<file path="config.mk">
export PLATFORM = sky130hd
export DESIGN_NAME = wfmt_top
export DESIGN_NICKNAME = d
export VERILOG_FILES = /design/src/rtl/wfmt_pkg.sv /design/src/rtl/wfmt_strobe_sync.sv /design/src/rtl/wfmt_cfg_capture.sv /design/src/rtl/wfmt_result_fmt.sv /design/src/rtl/wfmt_top.sv
export SDC_FILE = /design/constraint.sdc
export NUM_CORES = 1
export LEC_CHECK = 0
export ABC_AREA = 1
export ABC_CLOCK_PERIOD_IN_PS = 1440
export BUFFER_PORTS_ARGS = -buffer_cell sky130_fd_sc_hd__buf_2
export CAP_MARGIN = 25
export CORE_AREA = 2 2 66 68
export CTS_BUF_LIST = sky130_fd_sc_hd__clkbuf_2 sky130_fd_sc_hd__clkbuf_4 sky130_fd_sc_hd__clkbuf_8
export DETAILED_ROUTE_END_ITERATION = 8
export DIE_AREA = 0 0 68 70
export GPL_ROUTABILITY_DRIVEN = 0
export PLACE_DENSITY_LB_ADDON = 0.12
export SLEW_MARGIN = 15
export SYNTH_ARGS = -nofsm -noshare
export SYNTH_HDL_FRONTEND = slang
export SYNTH_SLANG_ARGS = --single-unit
</file>
<file path="constraint.sdc">
create_clock -name clk -period 1.44 [get_ports clk]
set_clock_uncertainty 0.15 [all_clocks]
set_input_delay 0.288 -clock clk [delete_from_list [all_inputs] [get_ports clk]]
set_output_delay 0.288 -clock clk [all_outputs]
set_load 0.01 [all_outputs]
</file>
<file path="src/rtl/wfmt_pkg.sv">
// Shared widths and the configuration record used by the result word formatter.
package wfmt_pkg;
    localparam int CODE_W = 12;                 // converter code width
    localparam int ADDR_W = 3;                  // channel address width
    localparam int TAG_W  = ADDR_W + 1;         // pair bit plus address
    localparam int CFG_W  = TAG_W + 2;          // tag plus polarity and gain
    localparam int WORD_W = TAG_W + CODE_W;     // result word width

    typedef struct packed {
        logic              pair;
        logic [ADDR_W-1:0] addr;
        logic              bipolar;
        logic              gain;
    } cfg_t;
endpackage

</file>
<file path="src/rtl/wfmt_strobe_sync.sv">
// Registers a set of active-low strobes and keeps the previous sample, so
// callers can detect edges. Assumes strobes are synchronous or slow enough
// for single-stage sampling; idle level after reset is high.
module wfmt_strobe_sync #(
    parameter int N = 3
) (
    input  logic         clk,
    input  logic         rst_n,
    input  logic [N-1:0] raw_n,
    output logic [N-1:0] now_q,
    output logic [N-1:0] prev_q
);
    genvar i;
    generate
        for (i = 0; i < N; i++) begin : g_bit
            // Two-deep history of one strobe, idle high
            always_ff @(posedge clk) begin
                if (!rst_n) begin
                    now_q[i]  <= 1'b1;
                    prev_q[i] <= 1'b1;
                end else begin
                    now_q[i]  <= raw_n[i];
                    prev_q[i] <= now_q[i];
                end
            end
        end
    endgenerate
endmodule

</file>
<file path="src/rtl/wfmt_cfg_capture.sv">
// Holds the configuration: transparent while the write strobe is low,
// latched when it rises, frozen from conversion start to done.
// Assumes inputs are already registered; start is a one-cycle event.
module wfmt_cfg_capture
    import wfmt_pkg::*;
(
    input  logic             clk,
    input  logic             rst_n,
    input  logic             wr_q,
    input  logic             start,
    input  logic             done,
    input  cfg_t             pins_q,
    input  logic             use_gen_q,
    input  logic [TAG_W-1:0] gen_q,
    output logic             busy,
    output cfg_t             frozen,
    output cfg_t             cfg_out
);
    cfg_t hold;
    cfg_t base;
    cfg_t live;

    // Write latch: track pins while write is low and no conversion runs
    always_ff @(posedge clk) begin
        if (!rst_n)
            hold <= '0;
        else if (!busy && !wr_q)
            hold <= pins_q;
    end

    // Pick pass-through or latched value, then apply generated address
    always_comb begin
        base = wr_q ? hold : pins_q;
        live = base;
        if (use_gen_q) begin
            live.pair = gen_q[TAG_W-1];
            live.addr = gen_q[ADDR_W-1:0];
        end
    end

    // Conversion window: snapshot at start, release at done
    always_ff @(posedge clk) begin
        if (!rst_n) begin
            busy   <= 1'b0;
            frozen <= '0;
        end else if (!busy && start) begin
            busy   <= 1'b1;
            frozen <= live;
        end else if (busy && done) begin
            busy   <= 1'b0;
        end
    end

    // Applied configuration toward the analog front end
    always_comb cfg_out = busy ? frozen : live;
endmodule

</file>
<file path="src/rtl/wfmt_result_fmt.sv">
// Forms and stores the result word from the frozen tag and the converter
// code, and gates it onto the bus. Assumes code is offset binary.
module wfmt_result_fmt
    import wfmt_pkg::*;
(
    input  logic              clk,
    input  logic              rst_n,
    input  logic              busy,
    input  logic              done,
    input  cfg_t              frozen,
    input  logic [CODE_W-1:0] code,
    input  logic              rd_q,
    output logic              bus_oe,
    output logic [WORD_W-1:0] bus_data
);
    logic [WORD_W-1:0] word;
    logic [CODE_W-1:0] data;

    // Offset binary to two's complement is an MSB flip
    always_comb begin
        data = code;
        if (frozen.bipolar)
            data[CODE_W-1] = ~code[CODE_W-1];
    end

    // Result register: updated only when a running conversion finishes
    always_ff @(posedge clk) begin
        if (!rst_n)
            word <= '0;
        else if (busy && done)
            word <= {frozen.pair, frozen.addr, data};
    end

    // Bus gating from the registered read strobe
    always_comb begin
        bus_oe   = ~rd_q;
        bus_data = bus_oe ? word : '0;
    end
endmodule

</file>
<file path="src/rtl/wfmt_top.sv">
// Conversion result word formatter top: resamples strobes and pins,
// captures configuration, formats and presents the result word.
module wfmt_top
    import wfmt_pkg::*;
(
    input  logic              clk,
    input  logic              rst_n,
    input  logic              wr_n,
    input  logic              cnv_n,
    input  logic              rd_n,
    input  logic              cfg_pair,
    input  logic [ADDR_W-1:0] cfg_addr,
    input  logic              cfg_bipolar,
    input  logic              cfg_gain,
    input  logic              use_gen,
    input  logic [TAG_W-1:0]  gen_tag,
    input  logic [CODE_W-1:0] conv_code,
    input  logic              conv_done,
    output logic [CFG_W-1:0]  mux_cfg,
    output logic              bus_oe,
    output logic [WORD_W-1:0] bus_data
);
    localparam int STRB_N = 3;

    logic [STRB_N-1:0] strb_q, strb_prev;
    cfg_t              pins_q;
    logic              use_gen_q;
    logic [TAG_W-1:0]  gen_q;
    logic              start;
    logic              busy;
    cfg_t              frozen;
    cfg_t              cfg_out;

    wfmt_strobe_sync #(.N(STRB_N)) u_sync (
        .clk    (clk),
        .rst_n  (rst_n),
        .raw_n  ({rd_n, cnv_n, wr_n}),
        .now_q  (strb_q),
        .prev_q (strb_prev)
    );

    // Pin register aligned with the strobe samples
    always_ff @(posedge clk) begin
        if (!rst_n) begin
            pins_q    <= '0;
            use_gen_q <= 1'b0;
            gen_q     <= '0;
        end else begin
            pins_q    <= '{pair: cfg_pair, addr: cfg_addr,
                           bipolar: cfg_bipolar, gain: cfg_gain};
            use_gen_q <= use_gen;
            gen_q     <= gen_tag;
        end
    end

    // Convert-start falling edge
    always_comb start = strb_prev[1] & ~strb_q[1];

    wfmt_cfg_capture u_cfg (
        .clk       (clk),
        .rst_n     (rst_n),
        .wr_q      (strb_q[0]),
        .start     (start),
        .done      (conv_done),
        .pins_q    (pins_q),
        .use_gen_q (use_gen_q),
        .gen_q     (gen_q),
        .busy      (busy),
        .frozen    (frozen),
        .cfg_out   (cfg_out)
    );

    wfmt_result_fmt u_fmt (
        .clk      (clk),
        .rst_n    (rst_n),
        .busy     (busy),
        .done     (conv_done),
        .frozen   (frozen),
        .code     (conv_code),
        .rd_q     (strb_q[2]),
        .bus_oe   (bus_oe),
        .bus_data (bus_data)
    );

    always_comb mux_cfg = cfg_out;
endmodule

</file>
After elaboration in Yosys (flattened, before gate mapping)
Index checks and enable logic that the tools add are counted.
W data, S select, Z words.
{ "word_totals": {"output_inout_bits": 23, "ff_bits": 44, "elab_cells": 37, "in_bits": 29} }
{ "op_classes": {"bitwise_logic": 4, "reduce_logical": 6, "muxes": 7} }
{ "op_table": {"columns": ["operator", "n"], "rows": [
  ["$mux W16", 1],
  ["$mux W6", 2],
  ["$mux W4", 1],
  ["$logic_and A1 B1 Y1", 3],
  ["$mux W1", 3],
  ["$not A1 Y1", 3],
  ["$logic_not A1 Y1", 2],
  ["$reduce_bool A2 Y1", 1],
  ["$and A1 B1 Y1", 1]
]} }

Logic depth before layout (Yosys ltp)
{ "depth": {"word_depth": 4, "depth_mapped": 7, "depth_no_buf": 6} }

Hierarchy
A second synthesis with hierarchy kept.
{ "unflattened": {"cells_unflattened": 276, "area_unflattened_um2": 1940.6} }
{ "by_module_without_submodules": {"columns": ["mod", "area_per_inst_um2", "instances", "seq_area_each_um2", "cells_per_inst"], "rows": [
  ["wfmt_cfg_capture", 729.4, 1, 260.2, 113],
  ["wfmt_result_fmt", 724.4, 1, 320.3, 109],
  ["wfmt_top", 321.6, 1, 220.2, 36],
  ["wfmt_strobe_sync", 165.2, 1, 120.1, 18]
]} }

Least setup slack after synthesis
Ideal clock, no wire load.
{ "synth_path": {"path_kind": "register -> output", "startpoint": "register u_sync.now_q[0]", "endpoint": "output mux_cfg[2]", "t_required_ps": 1002, "arrival_time_ps": 852, "n_path_buf": 1, "path_stages_with_launch": 8, "path_slack_ps": 150, "cell_sequence": "dfxtp_1 -> buf_2 -> inv_1 -> nand2_1 -> nand3_1 -> nand2_1 -> nand2_1 -> nand2_1"} }
{ "synth_between": {"elab_chain_len": 3} }
{ "synth_rtl": {"columns": ["element", "line_no", "text"], "rows": [
  ["start: declaration", "wfmt_strobe_sync.sv:10", "output logic [N-1:0] now_q,"],
  ["start signal: indexed assignment", "wfmt_strobe_sync.sv:22", "now_q[i] <= raw_n[i];"],
  ["$mux W6", "wfmt_cfg_capture.sv:33", "base = wr_q ? hold : pins_q;"],
  ["$mux W4", "wfmt_cfg_capture.sv:35", "if (use_gen_q) begin"],
  ["$mux W6", "wfmt_cfg_capture.sv:55", "always_comb cfg_out = busy ? frozen : live;"],
  ["end: declaration", "wfmt_top.sv:19", "output logic [CFG_W-1:0] mux_cfg,"]
]} }
No other way between the ends.

Worst setup path after layout
{ "layout_path": {"startpoint": "register u_sync.now_q[0]", "endpoint": "output mux_cfg[3]"} }
The elaborated chain is that of the path after synthesis.

==> qor.csv <==
stage;metric;value;unit
run_status;outcome;finished, violations left;
run_status;violations;setup timing;
floorplanning;ios;52;
setup_path;r2r_slack;-0.10;ns
pwr;power.switching;609.1;µW
setup_path;timing.rr.start;u_sync.now_q[0];
drt;drc;0;
global_routing;grt_pass1_wl;6272;µm
pwr;sw_frac_of_total;25.36;%
worst_hold_path;holdPathStages;3;
synth;ys_seq_elements;44;
pwr;pwr-share-comb;15.4;%
sta;fin_crit_sh;113.1;%
pwr;seqPwrFrac;54.6;%
floorplanning;start_util;42.78;%
drt;ant_nets;0;
global_routing;grt_usage;17.57;%
floorplanning;core;0.004144;mm²
synth;synth.distinct_cells;17;
job;maxCapViolCount;0;
synth;syn-num-nets;280;
synth;synth_top_family_by_area;simple AND/OR/NAND/NOR gates;
drt;via_count;1648;
setup_path;rr_endpoint;u_cfg.frozen[5];
sta;clock.fmax;614.1;MHz
cts;cts.sinks;44;
setup_path;reg2regPathDepth;11;
cts;tritoncts;built;
finish;diodes;0;
sta;max_slew_margin;73.24;%
sta;worst_slack;-0.1885;ns
synth;yosys.area_share.xor_xnor;0.4940;%
setup_path;path_class;reg -> out;
drt;drtIter0Drc;61;
synth;synth_top_cell_area_share;49.68;%
floorplanning;rows;24;
pwr;power.density;971.6;mW/mm²
sta;finalHoldViolations;0;
cts;clockBufferDepth;2;
synth;synthTopCellsByArea;dfxtp_1, nand2_1, inv_1;
synth;syn_area;0.001773;mm²
synth;synth_area_leader_cell;dfxtp_1;
sta;drv_slew;0;
cts;root_buffer;clkbuf_8;
floorplanning;die_w;68;µm
worst_hold_path;hp-start;cfg_addr[0];
synth;synth.area.mux_share;0;%
place;portBuffers;51;
cts;cts_buffers;5;
synth;synthAdderAreaFrac;0;%
synth;syn_avg_cell_area;7.064;µm²
synth;ys_seq_area_share;49.68;%
cts;clock_latency;0.29;ns
drt;drt_wl_total;3900;µm
finish;nNetsFinal;344;
finish;instances_no_fill;367;
pwr;power_leakage;0.001224;µW
setup_path;worstPathRequired;1.00;ns
setup_path;start_kind;flip-flop;
cts;htreeDepth;2;
place;dp.cells;352;
global_routing;grt_pass1_vias;1397;
setup_path;critPathArrivalTime;1.19;ns
worst_hold_path;hold_end;pins_q[2];
sta;worst_pin_slew;0.4010;ns
worst_hold_path;min_path_type;in -> reg;
global_routing;antenna_found_initial;0;
place;hpwl;2640;µm
finish;area_growth;39.45;%
floorplanning;die_area;0.004760;mm²
drt;viasPerCell;4.490;
sta;finalCriticalPeriod;1.629;ns
synth;synth-compound-area-share;13.69;%
sta;rsz0062_at_grt;yes;
cts;path_clk_slew;0.07;ns
global_routing;grt_overflow_total;0;
pwr;intPower;1793;µW
setup_path;worstPathMaxFanout;4;
synth;netlist_instances;251;
synth;synth-simple-area-share;22.23;%
synth;yosys_warnings;0;
drt;firstDrtPassIters;4;
pwr;fin_total_pwr;2402;µW
drt;wire_per_inst;10.63;µm
floorplanning;fp.dieH;70;µm
sta;setup_viol;10;
finish;drive_above_1_share;34.60;%
pwr;ir_drop;0.6928;mV
pwr;p_clk_share;30.0;%
setup_path;worstSetupEndpointType;output pin;
global_routing;grt_max_degree;27;
[synth_stat cells]
cell,number
nand2_1,60
inv_1,50
clkbuf_2,1
or2_2,3
nor2_1,19
buf_2,7
a21oi_1,26
nand3_1,11
inv_2,2
xnor2_1,1
clkbuf_1,3
dfxtp_1,44
a31oi_1,2
nand2_2,1
o21ai_1,2
nand3_4,1
o21ai_0,18
[flip-flops by register name, summed over array words and instances, names as in the netlist]
signal / cells
u_cfg.busy: 1
u_cfg.frozen: 6
use_gen_q: 1
u_sync.prev_q: 1
u_cfg.hold: 6
pins_q: 6
u_sync.now_q: 3
u_fmt.word: 16
gen_q: 4
[final cells by class]
| type | count | area (µm²) |
|---|---|---|
| clock buffers | 6 | 76.32 |
| well taps | 52 | 65.06 |
| multi-input cells | 144 | 763.2 |
| inverters | 52 | 200.2 |
| fillers | 378 | 1672 |
| flip-flops and latches | 44 | 887.1 |
| repair buffers | 68 | 475.5 |
| clock inverters | 1 | 5.005 |
[placed cells by master, fill, tap and decap left out]
master and n:
nand2_1 55, inv_1 47, dfxtp_1 41, buf_2 40, a21oi_1 26, o21ai_0 18
buf_6 14, buf_4 13, nor2_4 10, nor2_1 7, nand3_1 7, nand2_2 5
clkbuf_8 5, nand3_2 4, inv_2 3, or2_2 3, nor2_2 2, inv_4 2
a31oi_1 2, o21ai_1 2, dfxtp_2 2, nand2_4 1, nand3_4 1, xnor2_1 1
clkbuf_4 1, clkinv_2 1, buf_12 1, dfxtp_4 1
[stage by stage]
stage	worst slack, ns	hold slack, ns	TNS [ns]	util, %	cell area, µm²
final	-0.1885	0.02627	-1.084	59.66	2472
after global routing	-0.2795	0.01910	-2.271	59.66	2472
after CTS	-0.2199	0.01608	-1.297	55.62	2305
after detailed placement	0.007760	0.2962	0	50.91	2110
after global placement	0.01895	0.2900	0	50.91	2110
after floorplan	0.1496	0.2356	0	-	1773
[worst max-delay path: stages (launching register included)]
cell,delay [ns]
dfxtp_2,0.34
buf_6,0.12
nand2_2,0.06
nand3_2,0.07
nand2_1,0.07
nand2_1,0.04
nand2_1,0.07
buf_2,0.13
[worst max-delay path by stage]
stage                          from              to  slack, ns
global route        u_sync.now_q[0]      mux_cfg[5]      -0.28
detailed placement       u_cfg.busy  u_fmt.word[11]      0.008
finish              u_sync.now_q[0]      mux_cfg[3]      -0.19
global placement    u_sync.now_q[0]      mux_cfg[2]       0.02
floorplan           u_sync.now_q[0]      mux_cfg[2]       0.15
CTS                 u_sync.now_q[0]      mux_cfg[3]      -0.22
[power by group through the flow]
| stage | Combinational, µW | Sequential (µW) | Clock [µW] |
|---|---|---|---|
| after global routing | 415 | 1320 | 807 |
| final | 369 | 1310 | 722 |
| after floorplan | 187 | 1330 | 0 |
| after detailed placement | 298 | 1340 | 0 |
| after CTS | 338 | 1310 | 758 |
| after global placement | 297 | 1330 | 0 |
[repair_timing]
| item | CTS | global route |
|---|---|---|
| hold buffers | 0 | 0 |
| setup buffers | 6 | 0 |
| gates cloned | 2 | 0 |
| pin swaps | 21 | 2 |
| setup endpoints to repair | 25 | 38 |
| resized for setup | 22 | 38 |
[routing by layer]
layer | part of all wire, % | vias to the layer above | track usage [%]
met4 | 0.95 | 0 | 6.667
li1 | - | 887 | -
met5 | 0 | - | 0
met3 | 4.7 | 5 | 4.026
met1 | 45 | 720 | 22.09
met2 | 50 | 36 | 28.69
[kinds of logic (layout without fill, tap and decap cells)]
logic type,after synthesis,in the layout
AOI/OAI and AO/OA,48,48
and+or+nand+nor,95,95
DFF,44,44
xor gates and xnor gates,1,1
buffers and inverters,63,127
No activity file was read; power rests on OpenSTA's default activity.
